===== config.mk =====
export PLATFORM = sky130hd
export DESIGN_NAME = bwm_monitor
export DESIGN_NICKNAME = d
export VERILOG_FILES = /design/src/rtl/bwm_pkg.sv /design/src/rtl/bwm_sat_counter.sv /design/src/rtl/bwm_chan_filter.sv /design/src/rtl/bwm_window.sv /design/src/rtl/bwm_monitor.sv
export SDC_FILE = /design/constraint.sdc
export NUM_CORES = 1
export LEC_CHECK = 0
export ABC_AREA = 1
export BUFFER_PORTS_ARGS = -buffer_cell sky130_fd_sc_hd__buf_4
export CAP_MARGIN = 0
export CORE_AREA = 2 2 270 272
export DETAILED_ROUTE_END_ITERATION = 8
export DIE_AREA = 0 0 272 274
export PLACE_DENSITY_LB_ADDON = 0.1
export SETUP_SLACK_MARGIN = 0.5
export SLEW_MARGIN = 20
export SYNTH_ARGS = -nofsm -noshare
export SYNTH_HDL_FRONTEND = slang
export SYNTH_SLANG_ARGS = --single-unit

===== constraint.sdc =====
create_clock -name clk -period 8.7 [get_ports clk]
set_input_delay 0 -clock clk [delete_from_list [all_inputs] [get_ports clk]]
set_output_delay 0 -clock clk [all_outputs]
set_load 0.01 [all_outputs]

===== src/rtl/bwm_pkg.sv =====
package bwm_pkg;
  localparam int ADDR_W  = 8;
  localparam int DATA_W  = 32;
  localparam int A_CTRL  = 'h20;
  localparam int A_FILT0 = 'h21;
  localparam int A_CNT0  = 'h29;
  localparam int A_TIMER = 'h2F;
  localparam int B_EN    = 31;
  localparam int B_DONE  = 30;
  localparam int B_TMODE = 20;
endpackage


===== src/rtl/bwm_sat_counter.sv =====
module bwm_sat_counter #(
  parameter int W = 32
) (
  input  logic         clk,
  input  logic         rst_n,
  input  logic         clr,
  input  logic         inc,
  output logic [W-1:0] cnt
);
  always_ff @(posedge clk) begin
    if (!rst_n)                     cnt <= '0;
    else if (clr)                   cnt <= '0;
    else if (inc && (cnt != '1))    cnt <= cnt + 1'b1;
  end


  sat_hold_chk: assert property (@(posedge clk) disable iff (!rst_n)
    (cnt == '1 && !clr) |=> (cnt == '1));

  no_wrap_chk: assert property (@(posedge clk) disable iff (!rst_n)
    !clr |=> (cnt >= $past(cnt)));
endmodule


===== src/rtl/bwm_chan_filter.sv =====
module bwm_chan_filter #(
  parameter int PORT_W   = 5,
  parameter int SUB_W    = 4,
  parameter int DEV_PORT = 23
) (
  input  logic                     valid,
  input  logic [PORT_W-1:0]        port,
  input  logic [SUB_W-1:0]         sub,
  input  logic [(1<<PORT_W)-1:0]   pmask,
  input  logic [(1<<SUB_W)-1:0]    smask,
  output logic                     hit
);
  logic is_dev;
  assign is_dev = (port == PORT_W'(DEV_PORT));
  assign hit = valid && pmask[port] && (!is_dev || smask[sub]);
endmodule


===== src/rtl/bwm_window.sv =====
module bwm_window (
  input  logic        clk,
  input  logic        rst_n,
  input  logic        enable,
  input  logic        tmode,
  input  logic [31:0] len,
  input  logic        restart,
  input  logic        ack,
  output logic        done
);
  logic [31:0] elapsed;
  logic        run;

  assign run = enable && tmode && !done && (len != '0);

  always_ff @(posedge clk) begin
    if (!rst_n) begin
      elapsed <= '0;
      done    <= 1'b0;
    end else begin
      if (ack) done <= 1'b0;
      if (restart) begin
        elapsed <= '0;
      end else if (run) begin
        if (elapsed >= len - 32'd1) begin
          done    <= 1'b1;
          elapsed <= '0;
        end else begin
          elapsed <= elapsed + 32'd1;
        end
      end
    end
  end


  irq_hold_chk: assert property (@(posedge clk) disable iff (!rst_n)
    (done && !ack) |=> done);

  rise_needs_run_chk: assert property (@(posedge clk) disable iff (!rst_n)
    $rose(done) |-> $past(enable && tmode));
endmodule


===== src/rtl/bwm_monitor.sv =====
module bwm_monitor
  import bwm_pkg::*;
#(
  parameter int NUM_CH   = 4,
  parameter int PORT_W   = 5,
  parameter int SUB_W    = 4,
  parameter int CNT_W    = 32,
  parameter int DEV_PORT = 23
) (
  input  logic                clk,
  input  logic                rst_n,
  input  logic                req_valid,
  input  logic                gnt_valid,
  input  logic [PORT_W-1:0]   gnt_port,
  input  logic [SUB_W-1:0]    gnt_sub,
  input  logic                wr_en,
  input  logic [7:0]          addr,
  input  logic [31:0]         wdata,
  output logic [31:0]         rdata,
  output logic                irq
);
  localparam int NPORT   = 1 << PORT_W;
  localparam int NSUB    = 1 << SUB_W;
  localparam int NUM_CNT = NUM_CH + 2;

  logic              en_q, tmode_q, done;
  logic [NUM_CH-1:0] chen_q;
  logic [31:0]       len_q;
  logic [NPORT-1:0]  pmask [NUM_CH];
  logic [NSUB-1:0]   smask [NUM_CH];
  logic [CNT_W-1:0]  cnt   [NUM_CNT];
  logic [NUM_CNT-1:0] inc_v;
  logic [NUM_CH-1:0] hit;
  logic              active, ctrl_wr, ack, clr_all;

  assign active  = en_q && !done;
  assign ctrl_wr = wr_en && (addr == ADDR_W'(A_CTRL));
  assign ack     = ctrl_wr && (wdata[B_DONE] || !wdata[B_EN]);
  assign clr_all = ctrl_wr && wdata[B_DONE];
  assign irq     = done;

  always_ff @(posedge clk) begin
    if (!rst_n) begin
      en_q    <= 1'b0;
      tmode_q <= 1'b0;
      chen_q  <= '0;
      len_q   <= '0;
      for (int c = 0; c < NUM_CH; c++) begin
        pmask[c] <= '0;
        smask[c] <= '0;
      end
    end else if (wr_en) begin
      if (addr == ADDR_W'(A_CTRL)) begin
        en_q    <= wdata[B_EN];
        tmode_q <= wdata[B_TMODE];
        chen_q  <= wdata[NUM_CH-1:0];
      end
      if (addr == ADDR_W'(A_TIMER)) len_q <= wdata;
      for (int c = 0; c < NUM_CH; c++) begin
        if (addr == ADDR_W'(A_FILT0 + 2*c))     pmask[c] <= wdata[NPORT-1:0];
        if (addr == ADDR_W'(A_FILT0 + 2*c + 1)) smask[c] <= wdata[NSUB-1:0];
      end
    end
  end

  bwm_window u_win (
    .clk(clk), .rst_n(rst_n), .enable(en_q), .tmode(tmode_q), .len(len_q),
    .restart(ctrl_wr), .ack(ack), .done(done)
  );

  for (genvar c = 0; c < NUM_CH; c++) begin : g_ch
    bwm_chan_filter #(.PORT_W(PORT_W), .SUB_W(SUB_W), .DEV_PORT(DEV_PORT)) u_flt (
      .valid(gnt_valid && active && chen_q[c]), .port(gnt_port), .sub(gnt_sub),
      .pmask(pmask[c]), .smask(smask[c]), .hit(hit[c])
    );


    dev_sub_chk: assert property (@(posedge clk) disable iff (!rst_n)
      (hit[c] && gnt_port == PORT_W'(DEV_PORT)) |-> smask[c][gnt_sub]);

    hit_gate_chk: assert property (@(posedge clk) disable iff (!rst_n)
      hit[c] |-> (en_q && chen_q[c] && gnt_valid));
  end

  always_comb begin
    inc_v[0] = req_valid && active;
    inc_v[1] = gnt_valid && active;
    for (int c = 0; c < NUM_CH; c++) inc_v[c+2] = hit[c];
  end

  for (genvar k = 0; k < NUM_CNT; k++) begin : g_cnt
    bwm_sat_counter #(.W(CNT_W)) u_cnt (
      .clk(clk), .rst_n(rst_n),
      .clr(clr_all || (wr_en && addr == ADDR_W'(A_CNT0 + k))),
      .inc(inc_v[k]), .cnt(cnt[k])
    );
  end

  always_comb begin
    rdata = '0;
    if (addr == ADDR_W'(A_CTRL)) begin
      rdata[B_EN]         = en_q;
      rdata[B_DONE]       = done;
      rdata[B_TMODE]      = tmode_q;
      rdata[NUM_CH-1:0]   = chen_q;
    end
    if (addr == ADDR_W'(A_TIMER)) rdata = len_q;
    for (int c = 0; c < NUM_CH; c++) begin
      if (addr == ADDR_W'(A_FILT0 + 2*c))     rdata[NPORT-1:0] = pmask[c];
      if (addr == ADDR_W'(A_FILT0 + 2*c + 1)) rdata[NSUB-1:0]  = smask[c];
    end
    for (int k = 0; k < NUM_CNT; k++)
      if (addr == ADDR_W'(A_CNT0 + k)) rdata[CNT_W-1:0] = cnt[k];
  end


  freeze_chk: assert property (@(posedge clk) disable iff (!rst_n)
    (done && !wr_en) |=> $stable(cnt[1]));
endmodule


# After elaboration in Yosys (flattened, before gate mapping)
# Memories as Yosys holds them, arrays and structs flattened.
# Cells that the tools add are included.
[op_classes] eq_ne=23 muxes=80 add_sub_neg=8 reduce_logical=57 bitwise=9 order_cmp=3
[op_table] operator="$mux 32" count=16
[op_table] operator="$add 32x1->32 const B" count=7
[op_table] operator="$ne 32x32->1 const B" count=6
[op_table] operator="$eq 8x6->1 const B" count=16
[op_table] operator="$mux 16" count=8
[op_table] operator="$mux 1" count=46
[op_table] operator="$logic_and 1x1->1" count=33
[op_table] operator="$ge 32x32->1" count=1
[op_table] operator="$reduce_bool 32->1" count=1
[op_table] operator="$sub 32x1->32 const B" count=1
[op_table] operator="$bmux 1 s5" count=4
[op_table] operator="$bmux 1 s4" count=4
[op_table] operator="$reduce_or 2->1" count=7
[op_table] operator="$logic_or 1x1->1" count=11
[op_table] operator="$or 1x1->1" count=8
[op_table] operator="$lt 5x6->1 const B" count=1
[op_table] operator="$eq 5x5->1 const B" count=1
[op_table] operator="$lt 4x5->1 const B" count=1
[op_table] operator="$mux 4" count=1
[op_table] operator="$reduce_and 2->1" count=2
[op_table] operator="$logic_not 1->1" count=3
[op_table] operator="$mux 2" count=1
[op_table] operator="$not 1->1" count=1
[word_totals] memories=2 ramBits=192 wordCells=194 regBits=263 out_inout_bits=33
[memory_table] name="pmask" words=4 width=32 rd=4 rd_clocked_by_memory_dff=0 wr=4 line_no="bwm_monitor.sv:29" text="logic [NPORT-1:0] pmask [NUM_CH];"
[memory_table] name="smask" words=4 width=16 rd=4 rd_clocked_by_memory_dff=0 wr=4 line_no="bwm_monitor.sv:30" text="logic [NSUB-1:0] smask [NUM_CH];"

# Longest topological paths before layout
[depth] ltp_word=17 mapped_depth=21

# By module
# From an unflattened synthesis, not the netlist that was laid out.
[unflattened] hier_cells=4514 area_unflattened_um2=30020.0
[modules_own_cells] module="bwm_sat_counter" seq_area_each_um2=640.6 area_each_um2=2069.5 n_inst=6 cells_per_inst=332
[modules_own_cells] module="bwm_monitor" seq_area_each_um2=6526.3 area_each_um2=11427.2 n_inst=1 cells_per_inst=1347
[modules_own_cells] module="bwm_window" seq_area_each_um2=660.6 area_each_um2=3573.4 n_inst=1 cells_per_inst=571
[modules_own_cells] module="bwm_chan_filter" seq_area_each_um2=0.0 area_each_um2=650.6 n_inst=4 cells_per_inst=151

# Worst setup path before layout
# No wires, ideal clock.
[synth_path] path_type="input to register" startpoint="input port addr[0]" endpoint="memory pmask[3][0] (netlist name), enable pin" n_path_buf=2 cell_stages=6 arrival_time_ps=3089 setup_ps=466 slack_ps=5145 path_cell_list="buf_2 nand2_1 buf_2 nor2_1 inv_1 o21ai_0"
[synth_lines] item="from (decl)" line_no="bwm_monitor.sv:17" text="input logic [7:0] addr,"
[synth_lines] item="to (decl)" line_no="bwm_monitor.sv:29"

# Worst setup path after layout
[layout_path] startpoint="register len_q[0]" endpoint="register u_win.elapsed[15]"
[layout_via] elab_chain_len=3 elab_cells_between_ends=5 classes_between="add/sub: 1; order compare: 1; mux: 1; reduce/logical: 2"
[layout_lines] item="from (decl)" line_no="bwm_monitor.sv:28" text="logic [31:0] len_q;"
[layout_lines] item="from (signal assigned)" line_no="bwm_monitor.sv:58" text="if (addr == ADDR_W'(A_TIMER)) len_q <= wdata;"
[layout_lines] item="$sub 32x1->32" line_no="bwm_window.sv:25" text="if (elapsed >= len - 32'd1) begin"
[layout_lines] item="$ge 32x32->1" line_no="bwm_window.sv:25"
[layout_lines] item="$mux 32" line_no="bwm_window.sv:25"
[layout_lines] item="to (signal assigned)" line_no="bwm_window.sv:29" text="elapsed <= elapsed + 32'd1;"
[layout_lines] item="to (decl)" line_no="bwm_window.sv:11" text="logic [31:0] elapsed;"
# Several ways; a longest one is shown, not always the timed one.
# A chain may end at the register's enable or synchronous reset.

==> summary.txt <==
Drt
  • DRC violation count after routing: 0
  • WL per Instance: 21.6 microns
  • Routed via count: 27832
  • Number of antenna-violating nets in the routed design: 0
  • Vias/cell: 5.56
  • WL final: 108000 microns
  • Initial DRC count: 3158
  • First drt pass iteration count: 6

Timing
  • Max-slew headroom: 27.9%
  • Final Hold Vio Count: 0
  • Final Setup Violations: 0
  • Final worst-path cycle share: 54.2%
  • Period minus WS final: 4.72 ns
  • Worst Setup Slack, final: 3.98 ns
  • Slew @ Worst Pin: 1.07 ns
  • FMAX: 212 MHz
  • RSZ-0062 raised after global routing: false
  • Pins over their slew limit: 0
  • Clock Skew: 0.0347 ns
  • Sum Neg Setup Slack: 0 ns

Worst setup path
  • Slowest stage cell on the critical path: nor4_1
  • CP top delay family: simple AND/OR/NAND/NOR gates
  • Critical Path Max Stage Delay: 0.95 ns
  • Worst Path Max Fanout: 19
  • Data required, critical path: 9.19 ns
  • Critical path, cell by cell: inv_1 > ha_1 > nand3_1 > nor4_1 > nand4_1 > xor2_1 > inv_1 > ha_1 > nand2_1 > nor2_1 > nand2_1 > nor4_1 > nand4_1 > nand3_1 > nand2_1 > nand2_1 > nor2_1
  • R2R Setup Slk: 3.98 ns
  • Crit path top cell by count: nand2_1
  • Crit path DAT: 5.20 ns
  • Worst path bufs/invs: 2
  • Critical path class: flip-flop to flip-flop
  • CP Capture Type: flip-flop
  • Startpoint types: flip-flop

Clock network
  • Root Driver: clkbuf_16
  • Cts bufs inserted: 56
  • Clock Path Buffers: 3
  • Skew-Pair Late Insertion Delay: 0.66 ns
  • Htree depth: 2
  • # Post-CTS Setup Buffers: 0
  • CTS Sinks: 455
  • TritonCTS clock tree: built
  • Hold_buf cts: 32
  • Worst-path clk slew: 0.06 ns
  • Post-cts resize count: 0

Global routing
  • Number of global-route vias before repair: 25551
  • Total grt overflow: 0
  • Global-route wire length before repair: 162000 microns
  • Pin count of the biggest net entering global routing: 65
  • Gr usage total: 28.4%
  • Initial antenna violation count: 0

Synthesis
  • Cells after synthesis: 3969
  • Top cell type's share of synthesized area: 20.4%
  • Most frequent cell after synthesis: nand2_1
  • Syn. warnings: 0
  • Yosys reg bits: 455
  • Most frequent cells after synthesis: nand2_1 (899), nor2_1 (596), inv_1 (319)
  • Synth Cell Area: 28300 sq um
  • Ys async rst share: 0%
  • Main area contributors after synthesis: edfxtp_1 (20%), dfxtp_1 (19%), nand2_1 (12%)
  • Synth Flop Type: dfxtp_1
  • Syn Nets: 4064
  • Register area share after synthesis: 38.9%
  • Syn avg cell area: 7.14 sq um
  • Post-synthesis cell type count: 54
  • Yosys top cell by area: edfxtp_1
  • Post-synth EDFFs: 192

Layout
  • Final net count: 4092
  • Storage element area: 11000 sq um
  • Layout cell share with drive strength beyond 1: 8.14%
  • Synth-to-layout area growth: 12.0%
  • Fillers: 7551
  • Final Instance Area: 31700 sq um
  • Number of diodes: 0
  • Multi-input combinational cell area: 15000 sq um

Floorplanning
  • Die W: 272 microns
  • FP Rows: 99
  • Die height: 274 microns
  • Core Region: 72000 sq um
  • # IOs: 87
  • Die area: 74500 sq um
  • Initial Util: 39.4%

Placement
  • Hpwl dp: 80300 microns
  • DP Area: 29500 sq um
  • GPL Wtd Cong: 0.949
  • Port Buffers: 86
  • Post-Place Setup Slack: 3.99 ns

Power
  • LEAKAGE: 0.0115 uW
  • PwrDens: 161 nW/um^2
  • Max VDD drop: 0.151 mV

Hold path
  • Path type of the worst min-delay path: input pin to flip-flop

Run status
  • Run status: finished clean

Run
  • Maxcap violations: 0
[cell usage in the layout, fill, tap and decap left out, types with 15 or more instances in the layout]
cell type	instances
a21oi_1	299
a21oi_2	18
buf_4	121
clkbuf_1	15
clkbuf_16	57
dfxtp_1	263
dlygate4sd3_1	32
edfxtp_1	192
ha_1	41
inv_1	318
inv_2	21
nand2_1	899
nand2_2	26
nand3_1	185
nand4_1	220
nor2_1	594
nor2_2	17
nor3_1	142
nor4_1	40
o211ai_1	25
o21ai_0	155
o21ai_1	17
o22ai_1	15
xnor2_1	33
xor2_1	165
[kinds of logic after synthesis]
kind of cell               Yosys count  share of synthesized area, %
and+or+nand+nor                   2174                          33.9
AOI/OAI and AO/OA                  573                          11.1
buffers and inverters              528                          8.16
DFF                                455                          38.9
xor gates and xnor gates           198                          6.12
adders and majority gates           41                          1.81
[final cells by class]
| cell class | instances | share of cell area (%) |
|---|---|---|
| inverters | 345 | 4.09 |
| clock inverters | 24 | 1.09 |
| multi-input cells | 2986 | 47.4 |
| flip-flops and latches | 455 | 34.8 |
| well taps | 959 | 3.78 |
| repair buffers | 153 | 3.87 |
| clock buffers | 81 | 5.06 |
[tightest hold or removal path: cells and delay by family]
family                 cells  cell delay, ns
AOI/OAI and AO/OA          1            0.06
buffers and inverters      2            0.22
and+or+nand+nor            4            0.34
[path summary, 6_finish.rpt]
kind | startpoint | endpoint | depth (start not counted)
worst max-delay path | len_q[0] | u_win.elapsed[15] | 17
worst max register to register | len_q[0] | u_win.elapsed[15] | 17
worst min register to register | g_cnt[3].u_cnt.cnt[31] | g_cnt[3].u_cnt.cnt[31] | 2
worst min-delay path | req_valid | g_cnt[0].u_cnt.cnt[28] | 7
[metal layers]
layer | vias to the layer above | routed length [microns] | global-route usage [%]
li1 | 13399 | - | -
met1 | 13191 | 51200 | 43.1
met2 | 1097 | 45700 | 42.0
met3 | 145 | 8040 | 3.50
met4 | 0 | 3010 | 8.16
met5 | - | 0 | 0
[metrics by stage]
step                      power (uW)  utilization (%)  hold slack [ns]  std cells
after floorplan                 2490                -            0.191       3969
after global placement          2610             40.9            0.317       4866
final                           5100             44.1           0.0305       5003
after detailed placement        2610             40.9            0.315       4866
after CTS                       5120             44.1           0.0126       5003
after global routing            5230             44.1           0.0628       5003
[registers in the layout (all words and copies together) (netlist names)]
signal	flops
en_q	1
g_cnt.u_cnt.cnt	192
smask	64
tmode_q	1
pmask	128
u_win.done	1
u_win.elapsed	32
len_q	32
chen_q	4
[power by group]
group | total, uW | internal (uW) | switching [uW]
combinational | 286 | 75.4 | 210
sequential | 2300 | 2270 | 26.7
clock | 2510 | 1500 | 1020
total | 5100 | 3840 | 1260
No activity file was read; power rests on OpenSTA's default activity.
